$ cat src/rtl/hcc_pkg.sv
package hcc_pkg;

    localparam int CMD_W = 5;
    localparam int B_RUN = 0;
    localparam int B_RST = 1;
    localparam int B_SZ_LO = 2;
    localparam int B_SZ_HI = 3;
    localparam int B_PER = 4;

    localparam logic [1:0] SZ_1024 = 2'b00;
    localparam logic [1:0] SZ_512  = 2'b01;
    localparam logic [1:0] SZ_256  = 2'b10;
    localparam logic [1:0] SZ_RSVD = 2'b11;

    typedef enum logic [1:0] {
        ST_HALTED  = 2'd0,
        ST_RUNNING = 2'd1,
        ST_DRAIN   = 2'd2,
        ST_RESET   = 2'd3
    } hc_state_e;

endpackage

$ cat src/rtl/hcc_ctrl_fsm.sv
module hcc_ctrl_fsm
    import hcc_pkg::*;
#(
    parameter int HALT_UF = 16,
    parameter int RST_CYC = 4
) (
    input  logic clk,
    input  logic rst_n,
    input  logic run_set,
    input  logic run_clr,
    input  logic rst_req,
    input  logic mem_rd_err,
    input  logic txn_pending,
    input  logic uframe_tick,
    output logic run_o,
    output logic halted_o,
    output logic rst_busy_o,
    output logic rst_start_o,
    output logic host_err_o,
    output logic timeout_o,
    output logic cnt_en_o
);

    localparam int HCW = $clog2(HALT_UF + 1);
    localparam int RCW = $clog2(RST_CYC + 1);

    hc_state_e state_q, state_d;
    logic [HCW-1:0] hcnt_q;
    logic [RCW-1:0] rcnt_q;
    logic host_err_q, timeout_q;
    logic deadline_hit, rst_done, rst_start;

    assign deadline_hit = uframe_tick && (hcnt_q == HCW'(HALT_UF - 1));
    assign rst_done     = (rcnt_q == RCW'(RST_CYC - 1));
    assign rst_start    = rst_req && (state_q != ST_RESET);

    always_comb begin
        state_d = state_q;
        unique case (state_q)
            ST_HALTED: begin
                if (rst_req)      state_d = ST_RESET;
                else if (run_set) state_d = ST_RUNNING;
            end
            ST_RUNNING: begin
                if (rst_req)                   state_d = ST_RESET;
                else if (mem_rd_err || run_clr) state_d = ST_DRAIN;
            end
            ST_DRAIN: begin
                if (rst_req)           state_d = ST_RESET;
                else if (!txn_pending) state_d = ST_HALTED;
                else if (deadline_hit) state_d = ST_HALTED;
            end
            ST_RESET: begin
                if (rst_done) state_d = ST_HALTED;
            end
            default: state_d = ST_HALTED;
        endcase
    end

    always_ff @(posedge clk or negedge rst_n) begin
        if (!rst_n) begin
            state_q    <= ST_HALTED;
            hcnt_q     <= '0;
            rcnt_q     <= '0;
            host_err_q <= 1'b0;
            timeout_q  <= 1'b0;
        end else begin
            state_q <= state_d;

            if (state_q != ST_DRAIN)  hcnt_q <= '0;
            else if (uframe_tick)     hcnt_q <= hcnt_q + 1'b1;

            if (state_q != ST_RESET)  rcnt_q <= '0;
            else                      rcnt_q <= rcnt_q + 1'b1;

            if (rst_start)
                host_err_q <= 1'b0;
            else if (mem_rd_err && (state_q == ST_RUNNING || state_q == ST_DRAIN))
                host_err_q <= 1'b1;

            if (rst_start)
                timeout_q <= 1'b0;
            else if (state_q == ST_HALTED && state_d == ST_RUNNING)
                timeout_q <= 1'b0;
            else if (state_q == ST_DRAIN && !rst_req && txn_pending && deadline_hit)
                timeout_q <= 1'b1;
        end
    end

    always_comb begin
        run_o       = (state_q == ST_RUNNING);
        halted_o    = (state_q == ST_HALTED);
        rst_busy_o  = (state_q == ST_RESET);
        cnt_en_o    = (state_q == ST_RUNNING) || (state_q == ST_DRAIN);
        rst_start_o = rst_start;
        host_err_o  = host_err_q;
        timeout_o   = timeout_q;
    end

    // run and halted never read 1 together
    a_r2_run_halt_excl: assert property (@(posedge clk) disable iff (!rst_n)
        !(run_o && halted_o));

    // a run write from the halted state clears halted on the next cycle
    a_r2_halt_clears: assert property (@(posedge clk) disable iff (!rst_n)
        (halted_o && run_set && !rst_req) |=> (run_o && !halted_o));

    // the drain never counts past the microframe deadline
    a_r4_deadline_bound: assert property (@(posedge clk) disable iff (!rst_n)
        (state_q == ST_DRAIN) |-> (hcnt_q < HCW'(HALT_UF)));

    // a memory read error while running stops the run and flags the error
    a_r6_mem_err: assert property (@(posedge clk) disable iff (!rst_n)
        (run_o && mem_rd_err && !rst_req) |=> (!run_o && host_err_o));

    // a reset that has begun lasts beyond its first cycle
    a_r8_no_abort: assert property (@(posedge clk) disable iff (!rst_n)
        $rose(rst_busy_o) |=> rst_busy_o);

    // the end of a reset always lands in the halted state
    a_r7_reset_ends_halted: assert property (@(posedge clk) disable iff (!rst_n)
        $fell(rst_busy_o) |-> halted_o);

endmodule

$ cat src/rtl/hcc_cfg_regs.sv
module hcc_cfg_regs
    import hcc_pkg::*;
(
    input  logic       clk,
    input  logic       rst_n,
    input  logic       wr_en,
    input  logic [1:0] wr_size,
    input  logic       wr_per,
    input  logic       size_cap,
    input  logic       clr,
    output logic [1:0] size_o,
    output logic       per_o
);

    logic [1:0] size_q;
    logic       per_q;
    logic       size_ok;

    assign size_ok = size_cap && (wr_size != SZ_RSVD);

    always_ff @(posedge clk or negedge rst_n) begin
        if (!rst_n) begin
            size_q <= SZ_1024;
            per_q  <= 1'b0;
        end else if (clr) begin
            size_q <= SZ_1024;
            per_q  <= 1'b0;
        end else if (wr_en) begin
            per_q <= wr_per;
            if (size_ok) size_q <= wr_size;
        end
    end

    assign size_o = size_q;
    assign per_o  = per_q;

    // the size field never holds the reserved code
    a_r9_no_rsvd: assert property (@(posedge clk) disable iff (!rst_n)
        size_q != SZ_RSVD);

    // without the capability input the size field does not move
    a_r9_locked: assert property (@(posedge clk) disable iff (!rst_n)
        (!size_cap && !clr) |=> $stable(size_q));

endmodule

$ cat src/rtl/hcc_frame_index.sv
module hcc_frame_index
    import hcc_pkg::*;
#(
    parameter int FCNT_W = 14,
    parameter int FL_W   = 10
) (
    input  logic            clk,
    input  logic            rst_n,
    input  logic            tick,
    input  logic            cnt_en,
    input  logic            clr,
    input  logic [1:0]      size,
    output logic [FL_W-1:0] idx_o
);

    logic [FCNT_W-1:0] fcnt_q;
    logic [FL_W-1:0]   idx_full;
    logic [FL_W-1:0]   mask;

    always_ff @(posedge clk or negedge rst_n) begin
        if (!rst_n)              fcnt_q <= '0;
        else if (clr)            fcnt_q <= '0;
        else if (tick && cnt_en) fcnt_q <= fcnt_q + 1'b1;
    end

    assign idx_full = fcnt_q[FL_W+2:3];

    always_comb begin
        unique case (size)
            SZ_1024: mask = {FL_W{1'b1}};
            SZ_512:  mask = {1'b0, {(FL_W-1){1'b1}}};
            default: mask = {2'b00, {(FL_W-2){1'b1}}};
        endcase
    end

    assign idx_o = idx_full & mask;

    // without an enabled tick the counter holds
    a_r11_hold: assert property (@(posedge clk) disable iff (!rst_n)
        (!(tick && cnt_en) && !clr) |=> $stable(fcnt_q));

    // an enabled tick advances the counter by one
    a_r11_step: assert property (@(posedge clk) disable iff (!rst_n)
        (tick && cnt_en && !clr) |=> (fcnt_q == $past(fcnt_q) + 1'b1));

endmodule

$ cat src/rtl/hc_cmd_ctrl.sv
module hc_cmd_ctrl
    import hcc_pkg::*;
#(
    parameter int HALT_UF = 16,
    parameter int RST_CYC = 4,
    parameter int FCNT_W  = 14,
    parameter int FL_W    = 10
) (
    input  logic             clk,
    input  logic             rst_n,
    input  logic             cmd_we,
    input  logic [CMD_W-1:0] cmd_wdata,
    output logic [CMD_W-1:0] cmd_rdata,
    input  logic             prog_fl_cap,
    input  logic             uframe_tick,
    input  logic             txn_pending,
    input  logic             mem_rd_err,
    output logic             halted,
    output logic             host_err,
    output logic             halt_timeout,
    output logic             reset_active,
    output logic             periodic_en,
    output logic [FL_W-1:0]  frame_list_idx
);

    logic rst_req, run_set, run_clr;
    logic run_s, rst_busy, rst_start, cnt_en;
    logic cfg_wr;
    logic [1:0] size_s;

    assign rst_req = cmd_we && cmd_wdata[B_RST];
    assign run_set = cmd_we && !cmd_wdata[B_RST] && cmd_wdata[B_RUN];
    assign run_clr = cmd_we && !cmd_wdata[B_RST] && !cmd_wdata[B_RUN];
    assign cfg_wr  = cmd_we && !cmd_wdata[B_RST] && !rst_busy;

    hcc_ctrl_fsm #(
        .HALT_UF (HALT_UF),
        .RST_CYC (RST_CYC)
    ) u_fsm (
        .clk         (clk),
        .rst_n       (rst_n),
        .run_set     (run_set),
        .run_clr     (run_clr),
        .rst_req     (rst_req),
        .mem_rd_err  (mem_rd_err),
        .txn_pending (txn_pending),
        .uframe_tick (uframe_tick),
        .run_o       (run_s),
        .halted_o    (halted),
        .rst_busy_o  (rst_busy),
        .rst_start_o (rst_start),
        .host_err_o  (host_err),
        .timeout_o   (halt_timeout),
        .cnt_en_o    (cnt_en)
    );

    hcc_cfg_regs u_cfg (
        .clk      (clk),
        .rst_n    (rst_n),
        .wr_en    (cfg_wr),
        .wr_size  (cmd_wdata[B_SZ_HI:B_SZ_LO]),
        .wr_per   (cmd_wdata[B_PER]),
        .size_cap (prog_fl_cap),
        .clr      (rst_start),
        .size_o   (size_s),
        .per_o    (periodic_en)
    );

    hcc_frame_index #(
        .FCNT_W (FCNT_W),
        .FL_W   (FL_W)
    ) u_fidx (
        .clk    (clk),
        .rst_n  (rst_n),
        .tick   (uframe_tick),
        .cnt_en (cnt_en),
        .clr    (rst_start),
        .size   (size_s),
        .idx_o  (frame_list_idx)
    );

    assign reset_active = rst_busy;
    assign cmd_rdata    = {periodic_en, size_s, rst_busy, run_s};

    // while the reset sequence runs, halted is low and run reads 0
    a_r7_busy_state: assert property (@(posedge clk) disable iff (!rst_n)
        reset_active |-> (!halted && !cmd_rdata[B_RUN]));

endmodule

$ cat config.mk
export PLATFORM = sky130hd
export DESIGN_NAME = hc_cmd_ctrl
export DESIGN_NICKNAME = d
export VERILOG_FILES = /design/src/rtl/hcc_pkg.sv /design/src/rtl/hcc_ctrl_fsm.sv /design/src/rtl/hcc_cfg_regs.sv /design/src/rtl/hcc_frame_index.sv /design/src/rtl/hc_cmd_ctrl.sv
export SDC_FILE = /design/constraint.sdc
export NUM_CORES = 1
export LEC_CHECK = 0
export ABC_AREA = 1
export CORE_MARGIN = 8
export CORE_UTILIZATION = 38
export CTS_CLUSTER_SIZE = 40
export DETAILED_ROUTE_END_ITERATION = 8
export DONT_BUFFER_PORTS = 1
export HOLD_SLACK_MARGIN = 0.06
export PLACE_DENSITY = 0.5
export SYNTH_ARGS = -nofsm -noshare
export SYNTH_HDL_FRONTEND = slang
export SYNTH_HIERARCHICAL = 1
export SYNTH_SLANG_ARGS = --single-unit
$ cat constraint.sdc
create_clock -name clk -period 1.95 [get_ports clk]
set_input_delay 0.39 -clock clk [delete_from_list [all_inputs] [get_ports clk]]
set_output_delay 0.39 -clock clk [all_outputs]
set_load 0.005 [all_outputs]
Word-level counts from Yosys, hierarchy flattened:

Index checks and enable logic that the tools add are counted.

* add/sub/neg operators: 3
* eq/ne operators: 10
* mux-type cells: 25
* bitwise logic cells: 1
* reductions and logical operators: 29

Operator list (number)
* 14-bit two-way mux: 2
* 2-bit two-way mux: 11
* 10-bit one-hot mux with 2 select lines: 1
* 14-bit by 1-bit adder with 14-bit output (second input constant): 1
* 1-bit logical AND: 14
* 10-bit AND: 1
* 5-bit two-way mux: 2
* 2-bit nonzero test: 5
* 2-bit one-hot mux with 4 select lines: 1
* 1-bit two-way mux: 7
* 2-bit by 1-bit == test with 1-bit output (second input constant): 3
* 2-bit inequality test (second input constant): 3
* 5-bit by 1-bit adder with 5-bit output (second input constant): 1
* 5-bit by 4-bit == test with 1-bit output (second input constant): 1
* 2-bit == test (second input constant): 2
* 1-bit logical NOT: 4
* 2-bit logical NOT: 2
* 3-bit by 1-bit adder with 3-bit output (second input constant): 1
* 3-bit by 2-bit == test with 1-bit output (second input constant): 1
* 3-bit two-way mux: 1
* 3-bit nonzero test: 1
* 1-bit logical OR: 2
* 2-bit AND reduction: 1

* register bits: 29
* input port bits: 12
* output and inout port bits: 20
* word-level logic and storage cells: 76

Longest topological paths before layout:

* depth in word-level cells: 11
* depth in mapped cells: 10
* depth with buffers taken out: 10

By module:

Netlist, hierarchy kept.

Modules (own cells, without submodules)
* hcc_frame_index: instances 1, cells an instance 97, area each 785.8 um2, sequential area each 325.3 um2
* hcc_ctrl_fsm: instances 1, cells an instance 89, area each 696.9 um2, sequential area each 300.3 um2
* hcc_cfg_regs: instances 1, cells an instance 21, area each 163.9 um2, sequential area each 75.1 um2
* hc_cmd_ctrl: instances 1, cells an instance 11, area each 55.1 um2, sequential area each 0.0 um2

Least setup slack after synthesis:

No wires, ideal clock.

* kind: reg-to-reg
* start: reg u_fsm.state_q[0]
* end: reg u_cfg.size_q[1] (netlist: u_cfg/size_o[1])
* setup time: 0.117 ns
* arrival: 1.468 ns
* data required time: 1.833 ns
* path slack: 0.365 ns
* cell stages (with the launch flop): 8
* path buffers: 0
* clock period less this slack: 1.585 ns
* cell sequence: dfrtp_1 -> ha_1 -> nor2_1 -> inv_2 -> nand2_4 -> nand2_2 -> nand2_1 -> nand2_1

* longest elaborated chain between the ends: 5
* elaborated cells between the ends (all ways): 9
* those cells by class: eq/ne (2); mux (1); reduce/logical (6)

RTL lines
* start, declared: RTL line hcc_ctrl_fsm.sv:27 `hc_state_e state_q, state_d;`
* start signal, assigned: RTL line hcc_ctrl_fsm.sv:68 `state_q <= state_d;`
* 2-bit == test: RTL line hcc_ctrl_fsm.sv:93 `rst_busy_o = (state_q == ST_RESET);`
* via reset_active: RTL line hc_cmd_ctrl.sv:21 `output logic reset_active,`
* 1-bit logical NOT: RTL line hc_cmd_ctrl.sv:34 `assign cfg_wr = cmd_we && !cmd_wdata[B_RST] && !rst_busy;`
* 1-bit logical AND: RTL line hc_cmd_ctrl.sv:34
* 2-bit nonzero test (no source line)
* 2-bit AND reduction (no source line)
* end signal, assigned: RTL line hcc_cfg_regs.sv:30 `if (size_ok) size_q <= wr_size;`
* end, declared: RTL line hcc_cfg_regs.sv:15 `logic [1:0] size_q;`

The timed path passes the listed nets, and every way through them passes these cells.
A chain may end at the register's enable or synchronous reset.

Worst setup path in the final report:

* start: reg u_fsm.state_q[0]
* end: reg u_fidx.fcnt_q[8]

* longest elaborated chain between the ends: 4
* elaborated cells between the ends (all ways): 8
* those cells by class: eq/ne (3); mux (1); reduce/logical (4)

RTL lines
* 2-bit by 1-bit == test with 1-bit output / 2-bit == test (equally long branches): RTL line hcc_ctrl_fsm.sv:94 `cnt_en_o = (state_q == ST_RUNNING) || (state_q == ST_DRAIN);`
* 1-bit logical OR *: RTL line hcc_ctrl_fsm.sv:94
* via cnt_en: RTL line hc_cmd_ctrl.sv:27 `logic run_s, rst_busy, rst_start, cnt_en;`
* 1-bit logical AND *: RTL line hcc_frame_index.sv:23 `else if (tick && cnt_en) fcnt_q <= fcnt_q + 1'b1;`
* 2-bit nonzero test (no source line) *
* end signal, assigned: RTL line hcc_frame_index.sv:23
* end, declared: RTL line hcc_frame_index.sv:16 `logic [FCNT_W-1:0] fcnt_q;`

The timed path passes the listed nets; every way through them passes the cells marked *.

==> flow_summary.ini <==
[setup_path]
path_delay_family = flip-flops
r2r_start = u_fsm/state_q[0]
cp_slowest_cell = dfrtp_1
cpPeakStageDelay_ns = 0.46
required_ns = 2.11
worst_setup_path_start_kind = register
path_class = reg -> reg
crit-reg2reg-capture = u_fidx/fcnt_q[8]
cp_max_fo = 6
reg2regPathDepth = 7
arrival_ns = 1.79
path_buf_inv = 1
crit_path_end_kind = register
r2r_slack_ns = 0.32
crit_chain = inv_1 -> ha_1 -> nand2_4 -> nor2_8 -> nand2_1 -> o21ai_0 -> a21oi_1

[drt]
wl_mm = 3.48
drc = 0
ant_nets = 0
drtPass1Iterations = 4
vias = 1287
drtIter0Drc = 44
via_per_inst = 4.82
wire_per_inst_microns = 13.0

[floorplanning]
placementRows = 24
start_util = 0.394
core_sq_um = 4320
dieWidth_microns = 82.9
ios = 32
dieArea_sq_um = 6870
dieHeight_microns = 82.9

[clock_tree]
cts.clk_slew.worst_paths_ns = 0.10
htree_levels = 1
clk_latency_ns = 0.27
cts_buffers = 3
root_buffer = clkbuf_8
numClockSinks = 28
cts_buffer_depth = 2
cts_setup_buffers = 0
cts_tree = built

[sta]
setup-tns-final_ns = 0
slew_violations = 0
hold_viol = 0
fin_crit_sh = 0.838
skew_ns = 0.00391
worst_pin_slew_ns = 0.250
slew_headroom = 0.832
timing.hold.ws_ns = 0.202
min_period_ns = 1.63
setup_viol = 0
fmax_mhz = 612
rsz0062_at_grt = no

[pwr]
intPower_w = 0.00105
pwr-share-comb = 0.319
sequentialPowerShare = 0.464
p_per_area_nw_per_um2 = 934
p_clk_frac = 0.216
netSwitchingFraction = 0.370
leakagePower_nw = 0.908
vdd.ir_drop.worst_mv = 0.482
switchingPower_w = 0.000617

[synth]
syn_area_sq_um = 1700
ys_warn_count = 6
ys_types = 26
yosysTopAreaCell = dfrtp_1
synthTopCellsByArea = dfrtp_1, nand2_1, inv_1
netlist_instances = 218
avgSynthCellArea_sq_um = 7.81
yosysMostFrequentCell = nand2_1
yosys-top-cells-count = nand2_1, inv_1, dfrtp_1
seq_area_frac_synth = 0.412
syn_nets = 239
synth_edf_count = 0
synth_top_area_frac = 0.412
ys_ff_latch = 28
ys.flop_type = dfrtp_1
async_flop_share = 1.00

[global_route]
grt_max_degree = 29
first_global_vias = 1304
grt_first_pass_wirelength_mm = 6.04
antenna_found_initial = 0
grt.overflow.total = 0
track_usage = 0.103

[finish]
num_antenna_cells = 0
multi_input_area_sq_um = 781
syn_to_final_growth_pct = 4.85
fillers = 456
fin_nets = 237
final_layout_size_suffix_gt1_frac = 0.112
layout.cells.non_filler = 267
seq_area_sq_um = 701
post-route-cell-area_sq_um = 1780

[place]
placed_cell_area_sq_um = 1700
io_buffers = 0
place.gp.congestion = 0.935
dp.cells = 261
hpwl_mm = 2.72

[min_path]
hold_path.class = in -> reg
min_to = u_fsm/hcnt_q[2]
whs_path_depth = 1
hold_start = uframe_tick

[job]
max_cap_viol_count = 0

[status]
status = completed
==> flip-flops by register name, summed over array words and instances (netlist names) <==
register	cells
u_fsm/timeout_o	1
u_cfg/per_o	1
u_fsm/rcnt_q	3
u_cfg/size_o	2
u_fsm/hcnt_q	5
u_fsm/state_q	2
u_fsm/host_err_o	1
u_fidx/fcnt_q	13
==> power groups by stage <==
stage | Sequential, W | Clock (W) | Combinational, W
finish | 0.000774 | 0.000360 | 0.000533
global route | 0.000793 | 0.000397 | 0.000612
CTS | 0.000777 | 0.000382 | 0.000542
floorplan | 0.000761 | 0 | 0.000443
global placement | 0.000783 | 0 | 0.000501
detailed placement | 0.000788 | 0 | 0.000520
==> layout by cell type, fill, tap and decap left out <==
cell type	netlist	layout
nor2_1	25	25
inv_2	3	3
clkbuf_8	0	4
a21oi_1	11	11
inv_4	1	1
o21ai_1	4	4
o22ai_1	2	2
nand3_1	17	17
buf_12	0	1
a31oi_1	1	1
inv_1	32	32
ha_1	9	9
a211oi_1	1	1
nor2_4	3	3
nor2_8	1	1
nand3_2	2	2
xor2_1	1	1
nor2_2	1	1
nand2_4	2	2
nor3_1	2	2
dlygate4sd3_1	0	1
or2_1	1	1
o21bai_1	1	1
dfrtp_1	28	28
buf_4	11	2
o21ai_0	7	7
nand4_1	5	5
nand2_1	43	43
nand2_2	4	4
==> worst reg2reg max path: stages (launching register included) <==
cell     delay [ns]
dfrtp_1        0.46
inv_1          0.11
ha_1           0.35
nand2_4        0.12
nor2_8         0.16
nand2_1        0.08
o21ai_0        0.18
a21oi_1        0.07
==> cell type report <==
| class | instances | share of cell area |
|---|---|---|
| clock buffer | 4 | 0.0309 |
| inverter | 36 | 0.0771 |
| multi-input combinational | 143 | 0.438 |
| sequential | 28 | 0.393 |
| tap | 52 | 0.0365 |
| timing repair buffer | 4 | 0.0252 |
==> kinds of logic after synthesis <==
family | count (synthesis) | share of synthesized area
buffers and inverters | 47 | 0.129
AO/OA/AOI/OAI | 27 | 0.0846
adder cells (fa/ha/maj) | 9 | 0.0662
flip-flops | 28 | 0.412
XOR/XNOR | 1 | 0.00515
AND/OR/NAND/NOR | 106 | 0.303
==> worst max path at each step <==
stage / start / endpoint / cells after the start
global placement: u_fsm/state_q[0] / u_fidx/fcnt_q[9] / 7
detailed placement: u_fsm/state_q[0] / u_fidx/fcnt_q[9] / 7
global route: u_fsm/state_q[0] / u_fidx/fcnt_q[4] / 7
finish: u_fsm/state_q[0] / u_fidx/fcnt_q[8] / 7
floorplan: u_fsm/state_q[0] / u_cfg/size_o[1] / 7
CTS: u_fsm/state_q[0] / reset_active / 2
==> per-stage QoR <==
stage,setup slack (ns),total power (W),utilization
after floorplan,0.365,0.00120,-
after global placement,0.419,0.00128,0.393
after global routing,0.165,0.00180,0.413
after detailed placement,0.334,0.00131,0.393
after CTS,0.284,0.00170,0.413
final,0.316,0.00167,0.413
==> routing by layer <==
metal,GRT usage,wire [microns],share of wire,vias up
li1,-,-,-,677
met1,0.109,1420,0.41,587
met2,0.182,1800,0.52,21
met3,0.0449,239,0.069,2
met4,0.0192,18,0.0052,0
met5,0,0,0,-
==> what timing repair did <==
item | CTS | global route
resized for setup | 0 | 0
hold buffers | 2 | 0
endpoints found under the hold margin | 28 | 0
No activity file was read; power rests on OpenSTA's default activity.
